`config.mk`:
```
export PLATFORM = sky130hd
export DESIGN_NAME = ring_phase_readout
export DESIGN_NICKNAME = d
export VERILOG_FILES = /design/src/rtl/ring_phase_pkg.sv /design/src/rtl/ring_state_decoder.sv /design/src/rtl/ring_wrap_tracker.sv /design/src/rtl/ring_readout_snap.sv /design/src/rtl/ring_phase_readout.sv
export SDC_FILE = /design/constraint.sdc
export NUM_CORES = 1
export LEC_CHECK = 0
export BUFFER_PORTS_ARGS = -buffer_cell sky130_fd_sc_hd__clkbuf_2
export CAP_MARGIN = 20
export CORE_ASPECT_RATIO = 1.25
export CORE_MARGIN = 4
export CORE_UTILIZATION = 55
export DETAILED_ROUTE_END_ITERATION = 10
export GPL_ROUTABILITY_DRIVEN = 0
export PLACE_DENSITY = 0.79
export SYNTH_ARGS = -nofsm -noshare
export SYNTH_HDL_FRONTEND = slang
export SYNTH_SLANG_ARGS = --single-unit
```
`constraint.sdc`:
```
create_clock -name clk_i -period 3.2 [get_ports clk_i]
set_input_delay 0.16 -clock clk_i [delete_from_list [all_inputs] [get_ports clk_i]]
set_output_delay 0.16 -clock clk_i [all_outputs]
set_load 0.02 [all_outputs]
```
`src/rtl/ring_phase_pkg.sv`:
```
package ring_phase_pkg;
  localparam int unsigned DEF_STAGES = 5;
  localparam int unsigned DEF_CNT_W  = 8;

  // alternating mask that turns an inverter ring state into a thermometer code
  function automatic logic [31:0] alt_mask(input int unsigned n);
    logic [31:0] m;
    m = '0;
    for (int i = 0; i < 32; i++) m[i] = (i % 2 == 1) && (i < n);
    return m;
  endfunction

  // thermometer form of phase k for a ring of given stage count
  function automatic logic [31:0] therm_pat(input int unsigned stages, input int unsigned k);
    logic [31:0] p;
    p = '0;
    for (int i = 0; i < 32; i++) begin
      if (i < stages) p[i] = (k <= stages) ? (i < k) : (i >= k - stages);
    end
    return p;
  endfunction
endpackage

```
`src/rtl/ring_state_decoder.sv`:
```
module ring_state_decoder
  import ring_phase_pkg::*;
#(
  parameter int unsigned STAGES = DEF_STAGES,
  parameter int unsigned PH_W   = $clog2(2 * STAGES)
) (
  input  logic [STAGES-1:0] ring_i,
  output logic              legal_o,
  output logic [PH_W-1:0]   phase_o
);
  localparam int unsigned STATES = 2 * STAGES;
  localparam logic [31:0] MASK32 = alt_mask(STAGES);
  localparam logic [STAGES-1:0] MASK = MASK32[STAGES-1:0];

  logic [STATES-1:0] hit;

  for (genvar k = 0; k < STATES; k++) begin : g_state
    localparam logic [31:0] PAT32 = therm_pat(STAGES, k);
    assign hit[k] = (ring_i == (PAT32[STAGES-1:0] ^ MASK));
  end

  always_comb begin
    legal_o = |hit;
    phase_o = '0;
    for (int k = 0; k < STATES; k++) begin
      if (hit[k]) phase_o = PH_W'(k);
    end
  end
endmodule

```
`src/rtl/ring_wrap_tracker.sv`:
```
module ring_wrap_tracker #(
  parameter int unsigned PH_W  = 4,
  parameter int unsigned CNT_W = 8
) (
  input  logic             clk_i,
  input  logic             rst_ni,
  input  logic             gate_i,
  input  logic             legal_i,
  input  logic [PH_W-1:0]  phase_i,
  output logic [PH_W-1:0]  phase_o,
  output logic [CNT_W-1:0] count_o,
  output logic             sat_o,
  output logic             err_o
);
  localparam logic [CNT_W-1:0] CNT_MAX = '1;

  logic [PH_W-1:0]  phase_q;
  logic [CNT_W-1:0] cnt_q;
  logic             sat_q, err_q;
  logic             upd, wrap, bump;

  always_comb begin
    upd  = gate_i & legal_i;
    wrap = upd & (phase_i < phase_q);
    bump = wrap & (cnt_q != CNT_MAX);
  end

  always_ff @(posedge clk_i or negedge rst_ni) begin
    if (!rst_ni) begin
      phase_q <= '0;
      cnt_q   <= '0;
      sat_q   <= 1'b0;
      err_q   <= 1'b0;
    end else begin
      if (upd) phase_q <= phase_i;
      if (bump) cnt_q <= cnt_q + 1'b1;
      if (bump && (cnt_q == CNT_MAX - 1'b1)) sat_q <= 1'b1;
      if (gate_i && !legal_i) err_q <= 1'b1;
    end
  end

  assign phase_o = phase_q;
  assign count_o = cnt_q;
  assign sat_o   = sat_q;
  assign err_o   = err_q;
endmodule

```
`src/rtl/ring_readout_snap.sv`:
```
module ring_readout_snap #(
  parameter int unsigned PH_W   = 4,
  parameter int unsigned CNT_W  = 8,
  parameter int unsigned STATES = 10
) (
  input  logic                  clk_i,
  input  logic                  rst_ni,
  input  logic                  rd_i,
  input  logic [CNT_W-1:0]      count_i,
  input  logic [PH_W-1:0]       phase_i,
  output logic [CNT_W-1:0]      coarse_o,
  output logic [PH_W-1:0]       fine_o,
  output logic [CNT_W+PH_W-1:0] value_o,
  output logic                  valid_o
);
  localparam int unsigned SUM_W = CNT_W + PH_W;

  logic [CNT_W-1:0] coarse_q;
  logic [PH_W-1:0]  fine_q;
  logic             vld_q;

  always_ff @(posedge clk_i or negedge rst_ni) begin
    if (!rst_ni) begin
      coarse_q <= '0;
      fine_q   <= '0;
      vld_q    <= 1'b0;
    end else begin
      vld_q <= rd_i;
      if (rd_i) begin
        coarse_q <= count_i;
        fine_q   <= phase_i;
      end
    end
  end

  assign coarse_o = coarse_q;
  assign fine_o   = fine_q;
  assign valid_o  = vld_q;
  assign value_o  = SUM_W'(coarse_q) * SUM_W'(STATES) + SUM_W'(fine_q);
endmodule

```
`src/rtl/ring_phase_readout.sv`:
```
module ring_phase_readout
  import ring_phase_pkg::*;
#(
  parameter int unsigned STAGES = DEF_STAGES,
  parameter int unsigned CNT_W  = DEF_CNT_W,
  localparam int unsigned PH_W  = $clog2(2 * STAGES)
) (
  input  logic                  clk_i,
  input  logic                  rst_ni,
  input  logic [STAGES-1:0]     ring_i,
  input  logic                  gate_i,
  input  logic                  rd_i,
  output logic [CNT_W-1:0]      coarse_o,
  output logic [PH_W-1:0]       fine_o,
  output logic [CNT_W+PH_W-1:0] value_o,
  output logic                  valid_o,
  output logic                  sat_o,
  output logic                  err_o
);
  localparam int unsigned STATES = 2 * STAGES;

  logic             legal_w;
  logic [PH_W-1:0]  dec_phase_w;
  logic [PH_W-1:0]  phase_w;
  logic [CNT_W-1:0] cnt_w;

  ring_state_decoder #(.STAGES(STAGES), .PH_W(PH_W)) u_dec (
    .ring_i (ring_i),
    .legal_o(legal_w),
    .phase_o(dec_phase_w)
  );

  ring_wrap_tracker #(.PH_W(PH_W), .CNT_W(CNT_W)) u_trk (
    .clk_i  (clk_i),
    .rst_ni (rst_ni),
    .gate_i (gate_i),
    .legal_i(legal_w),
    .phase_i(dec_phase_w),
    .phase_o(phase_w),
    .count_o(cnt_w),
    .sat_o  (sat_o),
    .err_o  (err_o)
  );

  ring_readout_snap #(.PH_W(PH_W), .CNT_W(CNT_W), .STATES(STATES)) u_snap (
    .clk_i   (clk_i),
    .rst_ni  (rst_ni),
    .rd_i    (rd_i),
    .count_i (cnt_w),
    .phase_i (phase_w),
    .coarse_o(coarse_o),
    .fine_o  (fine_o),
    .value_o (value_o),
    .valid_o (valid_o)
  );
endmodule

```
==> key figures, run 1 <==
Run status
  – Status: complete, no violations

Pwr
  – Sw Ratio: a little under half
  – Power per standard cell area: ~770 nW/um^2
  – Seq pwr share: 28.1%
  – Clock power frac: a little over a tenth
  – Psw: slightly above 800 uW
  – Peak VDD IR: between 1 and 1.5 mV
  – P_int: 949.4 uW
  – Part of the power in combinational logic: 61.0%
  – P_leak: 0.001138 uW

Logic synthesis
  – Post-synthesis mux area share: 7.508%
  – EDFF count, synth: 0
  – Cells after synthesis: 180
  – Synth Area in Compound Gates: 13.40%
  – Top_reg_cell synth: dfrtp_1
  – Post-Syn Area per Cell: 10.74 um^2
  – Post-Synth XOR/XNOR Area: 9.450%
  – Post-synth ARST share: 100.0%
  – Register bit total from synthesis: 27
  – Cell variety after synth: 51
  – Simple-gate portion of the synthesized area: 15.86%
  – Synth Cell Area: 1933 um^2
  – YS warnings: 0
  – Syn nets: between 200 and 250
  – Adder-cell share of the synthesized area: 15.02%
  – Largest family of logic cells by synthesized area: simple AND/OR/NAND/NOR gates
  – Sequential element share of the synthesized area: 34.95%

Worst setup path
  – Cell breakdown of the critical path: ha_1, ha_2, fa_2, xor2_2, o2111ai_2, or4_4, o31ai_2, buf_4
  – Crit path max fanout: 3
  – Crit path arrival time: 2.93 ns
  – Critical Path Slowest Stage Cell: or4_4
  – Worst setup SP type: register
  – Worst endpoint required time: 3.04 ns
  – Kind of critical path: reg2out
  – Buf/Inv on CP: 1
  – Largest stage delay, worst path: 0.56 ns
  – Worst Setup End Kind: primary output
  – Crit path max-delay family: adder cells

Die
  – Core area: approximately 3300 um^2
  – DIE HEIGHT: 74.29 um
  – Initial Util: a little under 60%
  – Full die area: 4533 um^2
  – Ports: 36
  – FP Rows: 23
  – Die width: 61.03 um

STA
  – F_max: 323.7 MHz
  – Final Hold Viols: 0
  – Slew margin rel.: between 50 and 60%
  – Final setup viols: 0
  – Min Tclk post-route: 3.089 ns
  – Slew @ Worst Pin: 0.6504 ns
  – Unrepaired setup endpoints after global routing: false
  – PnR worst setup slack: 0.1110 ns
  – Final Cycle Share: 96.53%
  – Clk_skew: 0.004181 ns
  – Max Slew Vio Count: 0
  – Post-route setup TNS: 0 ns

Clocking
  – CTS H-tree lvls: 1
  – CTS clk-pin slew, worst paths: 0.09 ns
  – Worst-skew pair later-pin latency: around 0.27 ns
  – CTS tree: yes
  – CTS Buffer Depth: 2
  – Num CTS Buffers: 3
  – CTS Sinks: 27
  – Root Buffer Master: clkbuf_8

Detailed routing
  – Routed len/inst: around 16 um
  – Pre-antenna DRT Iters: 4
  – DRC: 0
  – Remaining antenna violation count: 0
  – 1st-iter DRT viols: 42
  – Overall routed net length: around 4000 um
  – Vias per std cell: 5.895
  – Via count: 1515

Final layout
  – Fin area: 2287 um^2
  – Layout overhead on the synthesized area: 18.32%
  – N_diodes: 0
  – Layout cell share with drive strength beyond 1: 35.45%
  – Filler Cell Count: 246
  – Nets@finish: 252

Global route
  – Largest net degree at the start of global routing: 28
  – Global route overflow: 0
  – All-Layer GR Usage: 19.67%
  – First-pass GRT wire length: 6775 um
  – Vias in the first global route: 1558
  – Initial antenna violation count: 0

Placement
  – DP HPWL: around 3300 um
  – IO Port Bufs: 35
  – Placed inst area: 2126 um^2
  – Worst slack at placement: 0.1165 ns

Worst hold path
  – Hold Crit Class: in2reg

Flow run
  – Max Cap Viol: 0
[cell usage in the layout, fill, tap and decap left out, types with 2 or more instances in the layout]
| cell | synthesis | routed |
|---|---|---|
| clkbuf_2 | 0 | 33 |
| dfrtp_1 | 27 | 27 |
| ha_1 | 20 | 19 |
| inv_1 | 12 | 12 |
| mux2_2 | 12 | 12 |
| xnor2_1 | 10 | 9 |
| xor2_1 | 9 | 8 |
| nor2_1 | 8 | 7 |
| o21ai_0 | 7 | 7 |
| a21oi_1 | 7 | 6 |
| nand3_1 | 6 | 6 |
| buf_4 | 2 | 6 |
| nand2_1 | 5 | 5 |
| a21o_1 | 4 | 4 |
| nor4b_2 | 4 | 4 |
| nor2b_1 | 3 | 3 |
| clkbuf_8 | 0 | 3 |
| a211o_1 | 2 | 2 |
| xor2_2 | 1 | 2 |
| or3_1 | 2 | 2 |
| nor3b_2 | 1 | 2 |
| nand2b_1 | 2 | 2 |
| and3_1 | 2 | 2 |
[area by class of cell]
type,instances,area [um^2],area share (%)
multi-input combinational,136,1247,54.54
sequential,27,675.6,29.54
timing repair buffer,41,227.7,9.956
inverter,12,45.04,1.969
clock buffer,4,45.04,1.969
tap,37,46.29,2.024
[what timing repair did]
action,CTS,global route
cloned,0,0
resized for setup,8,8
endpoints found under the hold margin,27,0
endpoints found under the setup margin,3,2
setup buffers,5,1
pin swaps,4,7
hold buffers,1,0
[metrics by stage]
step	total power (uW)	instances	hold WS, ns	util (%)
after floorplan	1232	180	-0.1356	-
after global placement	1475	247	0.2110	64.80
after detailed placement	1527	247	0.2264	64.80
after CTS	1774	257	0.1315	68.54
after global routing	1909	257	0.1362	69.72
final	1769	257	0.1381	69.72
[power by group through the flow]
stage	registers, uW	clock network (uW)	logic [uW]
floorplan	531	0	701
global placement	502	0	973
detailed placement	508	0	1020
CTS	498	196	1080
global route	511	215	1180
finish	498	192	1080
[cell usage after synthesis, types with 2 or more instances]
cell type / count / area [um^2]
dfrtp_1: 27 / 675.7
ha_1: 20 / 250.2
inv_1: 12 / 45.04
mux2_2: 12 / 135.1
xnor2_1: 10 / 87.58
xor2_1: 9 / 78.83
nor2_1: 8 / 30.03
a21oi_1: 7 / 35.03
o21ai_0: 7 / 35.03
nand3_1: 6 / 30.03
nand2_1: 5 / 18.77
a21o_1: 4 / 30.03
nor4b_2: 4 / 60.06
nor2b_1: 3 / 18.77
a211o_1: 2 / 17.52
and3_1: 2 / 12.51
buf_2: 2 / 10.01
buf_4: 2 / 15.01
fa_1: 2 / 40.04
nand2b_1: 2 / 12.51
nor3_1: 2 / 10.01
nor3b_1: 2 / 15.01
or3_1: 2 / 12.51
[worst paths after layout]
| path | endpoint | slack (ns) | cells past startpoint | from |
|---|---|---|---|---|
| max reg2reg | u_trk.count_o[3] | 1.32 | 5 | u_trk.count_o[1] |
| min in group asynchronous | u_trk.phase_o[0] | 0.43 | 2 | rst_ni |
| min reg2reg | u_trk.sat_o | 0.47 | 1 | u_trk.sat_o |
| max in group asynchronous | u_trk.err_o | 2.34 | 2 | rst_ni |
| min | u_trk.err_o | 0.14 | 2 | gate_i |
| max | value_o[11] | 0.11 | 8 | u_snap.coarse_o[3] |
[registers in the layout, indices dropped and copies added, names as in the netlist]
signal           count
u_trk.err_o          1
u_trk.sat_o          1
u_snap.valid_o       1
u_trk.count_o        8
u_snap.coarse_o      8
u_trk.phase_o        4
u_snap.fine_o        4
[worst register-to-register path: cells and delay by family (launching register included)]
kind	cells	cell delay (ns)
xor+xnor	1	0.14
fa+ha+maj	1	0.19
compound gates	1	0.55
simple gates	2	0.46
flops	1	0.42
[cell families (layout without fill, tap and decap cells)]
family	count (synthesis)	count (layout)
simple gates	45	45
compound gates	36	36
flops	27	27
fa+ha+maj	22	22
xor+xnor	20	20
buf+inv	17	57
mux	13	13
[layer usage]
metal  part of all wire (%)  global-route usage (%)
met5                      0                       0
met4                    1.1                   5.783
met3                    3.5                   1.736
met2                     57                   37.88
met1                     38                   22.21
Power figures use the tool's default switching activity.
==> inputs of run 2 (changes only) <==
- CORE_ASPECT_RATIO: 1.25 -> 0.5
- PLACE_DENSITY: 0.79 -> 0.77
==> run 2 against run 1 <==
Net effect:
- total power is 5.5% higher
- combinational power is 7% higher
- flip-flop and latch count stayed put
- die area is 1.1% higher
- largest power group unchanged
- design area is 1.9% higher
- wire length is 1.1% higher
- first-iteration DRC count is 150% higher
- sequential share of layout area is 0.56 points lower
- clock power is 5% higher
- hold slack worse by 0.0034 ns
- non-clock buffer count stayed put
==> key figures, run 2 (synthesis gave the netlist of run 1 again) <==
Detailed routing
  – Pre-antenna DRT Iters: 4 (unchanged)
  – Remaining antenna violation count: 0 (unchanged)
  – Top sig layer: met4 (unchanged)
  – WL met3: 127 um (was 140 um)
  – Wire length on met2: 1999 um (was 2321 um)
  – Routed len/inst: 15.25 um (was 15.73 um)
  – Vias per std cell: 5.549 (was 5.895)
  – DRC: 0 (unchanged)
  – Wl on met1: 1920 um (was 1535 um)
  – 1st-iter DRT viols: 103 (was 42)
  – Via count: 1487 (was 1515)
  – Overall routed net length: 4087 um (was 4043 um)

Final layout
  – Nets@finish: 252 (unchanged)
  – Filler Cell Count: 231 (was 246)
  – Fin area: 2331 um^2 (was 2287 um^2)
  – Footprint of the multi-input gates: 1270 um^2 (was 1247 um^2)
  – Commonest non-fill, non-tap cells in the layout: clkbuf_2, dfrtp_1, ha_1, inv_1, mux2_2 (unchanged)
  – Leading cell type in the layout, fill and taps excluded: clkbuf_2 (unchanged)
  – Layout overhead on the synthesized area: 20.58% (was 18.32%)
  – Sequential cell area: 675.6 um^2 (unchanged)
  – N_diodes: 0 (unchanged)
  – Layout cell share with drive strength beyond 1: 35.45% (unchanged)
  – Final Util: 73.52% (was 69.72%)

Pwr
  – Peak VDD IR: 0.3573 mV (was 1.131 mV)
  – Clock power frac: 10.7% (was 10.8%)
  – Power per standard cell area: 800.7 nW/um^2 (was 773.5 nW/um^2)
  – Sw Ratio: 45.89% (was 46.33%)
  – P_int: 1010 uW (was 949.4 uW)
  – Seq pwr share: 27.3% (was 28.1%)
  – Psw: 856.4 uW (was 819.7 uW)
  – Part of the power in combinational logic: 61.9% (was 61.0%)
  – P_leak: 0.001135 uW (was 0.001138 uW)

Worst setup path
  – R2R setup slack: 1.25 ns (was 1.32 ns)
  – Worst endpoint required time: 3.04 ns (about the same)
  – R2R Path End: u_trk.count_o[3] (unchanged)
  – Crit path max fanout: 3 (unchanged)
  – Kind of critical path: reg2out (unchanged)
  – R2R Path Start: u_trk.count_o[1] (unchanged)
  – Reg2Reg Depth: 5 (unchanged)
  – Crit path arrival time: 2.96 ns (was 2.93 ns)
  – Worst setup SP type: register (unchanged)
  – Worst Setup End Kind: primary output (unchanged)

Clocking
  – CTS clk-pin slew, worst paths: 0.10 ns (was 0.09 ns)
  – Num CTS Buffers: 3 (unchanged)
  – CTS Buffer Depth: 2 (unchanged)
  – CTS Sinks: 27 (unchanged)
  – CTS H-tree lvls: 1 (unchanged)
  – Root Buffer Master: clkbuf_8 (unchanged)
  – Worst-skew pair later-pin latency: 0.27 ns (about the same)
  – CTS tree: yes (unchanged)

Die
  – Full die area: 4585 um^2 (was 4533 um^2)
  – Initial Util: 60.97% (was 58.92%)
  – FP Rows: 14 (was 23)
  – Die width: 91.84 um (was 61.03 um)
  – Core area: 3171 um^2 (was 3281 um^2)
  – DIE HEIGHT: 49.92 um (was 74.29 um)
  – Ports: 36 (unchanged)

STA
  – Min Tclk post-route: 3.120 ns (was 3.089 ns)
  – PnR worst setup slack: 0.07968 ns (was 0.1110 ns)
  – Slew margin rel.: 54.91% (was 56.64%)
  – Max Slew Vio Count: 0 (unchanged)
  – Slew @ Worst Pin: 0.6718 ns (was 0.6504 ns)
  – F_max: 320.5 MHz (was 323.7 MHz)
  – Final Hold Viols: 0 (unchanged)
  – Final Cycle Share: 97.51% (was 96.53%)
  – Final setup viols: 0 (unchanged)
  – Clk_skew: 0.002552 ns (was 0.004181 ns)

Global route
  – Global route overflow: 0 (unchanged)
  – First-pass GRT wire length: 6465 um (was 6775 um)
  – Initial antenna violation count: 0 (unchanged)
  – Largest net degree at the start of global routing: 28 (unchanged)
  – Vias in the first global route: 1375 (was 1558)
  – All-Layer GR Usage: 17.46% (was 19.67%)

Worst hold path
  – Hold path start: gate_i (unchanged)
  – Hold Crit Class: in2reg (unchanged)
  – Worst Hold End: u_trk.err_o (unchanged)
  – Cell depth of the worst min-delay path: 2 (unchanged)

Placement
  – Placed inst area: 2140 um^2 (was 2126 um^2)
  – Worst slack at placement: 0.2101 ns (was 0.1165 ns)
  – IO Port Bufs: 35 (unchanged)
  – DP HPWL: 3029 um (was 3267 um)

Run status
  – Status: complete, no violations (unchanged)

Flow run
  – Max Cap Viol: 0 (unchanged)
[run 2: cell types whose count changed in the layout (fill, tap and decap cells not counted), sizes merged]
cell,change
buf,+1
clkinvlp,+1
clkbuf,-2
[run 2: how the worst max path moves through the flow]
stage / startpoint / endpoint / slack (ns) / cells past startpoint
after floorplan: u_snap.coarse_o[1] / value_o[11] / 0.07 / 8
final: u_snap.coarse_o[3] / value_o[9] / 0.08 / 9
after global routing: u_snap.coarse_o[3] / value_o[9] / -0.03 / 9
after CTS: u_snap.coarse_o[3] / value_o[11] / 0.03 / 8
after detailed placement: u_snap.coarse_o[3] / value_o[11] / 0.21 / 8
after global placement: u_snap.coarse_o[1] / value_o[11] / 0.28 / 9
[run 2: worst max-delay path, stage by stage, from the launching register on]
cell	delay (ns)
dfrtp_1	0.44
ha_4	0.27
ha_4	0.16
fa_2	0.37
a211oi_2	0.30
nor2_2	0.08
xnor2_2	0.16
or4_4	0.57
xor2_1	0.17
buf_4	0.17
[run 2: routing by layer]
layer | up-vias | GRT usage, %
li1 | 741 | -
met3 | 6 | 3.647
met1 | 714 | 23.77
met4 | 0 | 2.217
met2 | 26 | 29.59
met5 | - | 0
[run 2: layout make-up]
class                   instances  share of cell area (%)
repair buffers                 41                   9.930
multi-input cells             136                   54.48
flip-flops and latches         27                   28.99
clock buffers                   3                   1.771
well taps                      48                   2.576
inverters                      12                   1.932
clock inverters                 1                  0.3221
[run 2: power by group through the flow]
stage / combinational [uW] / sequential [uW] / clock (uW)
after floorplan: 701 / 531 / 0
after global placement: 978 / 505 / 0
after detailed placement: 1010 / 514 / 0
after CTS: 1050 / 508 / 203
after global routing: 1270 / 521 / 220
final: 1160 / 510 / 201
[run 2: through the flow]
stage / hold WS (ns) / cells / TNS (ns) / power (uW)
after floorplan: -0.1356 / 180 / 0 / 1232
after global placement: 0.2240 / 258 / 0 / 1482
after detailed placement: 0.2331 / 258 / 0 / 1523
after CTS: 0.1291 / 264 / 0 / 1760
after global routing: 0.1350 / 268 / -0.06804 / 2008
final: 0.1347 / 268 / 0 / 1866
[run 2: repair_timing]
action | in CTS | in global routing
gates resized for setup | 3 | 15
endpoints found under the hold margin | 27 | 0
pin swaps | 1 | 7
buffers inserted | 1 | 4
endpoints found under the setup margin | 1 | 2
hold buffers | 1 | 0
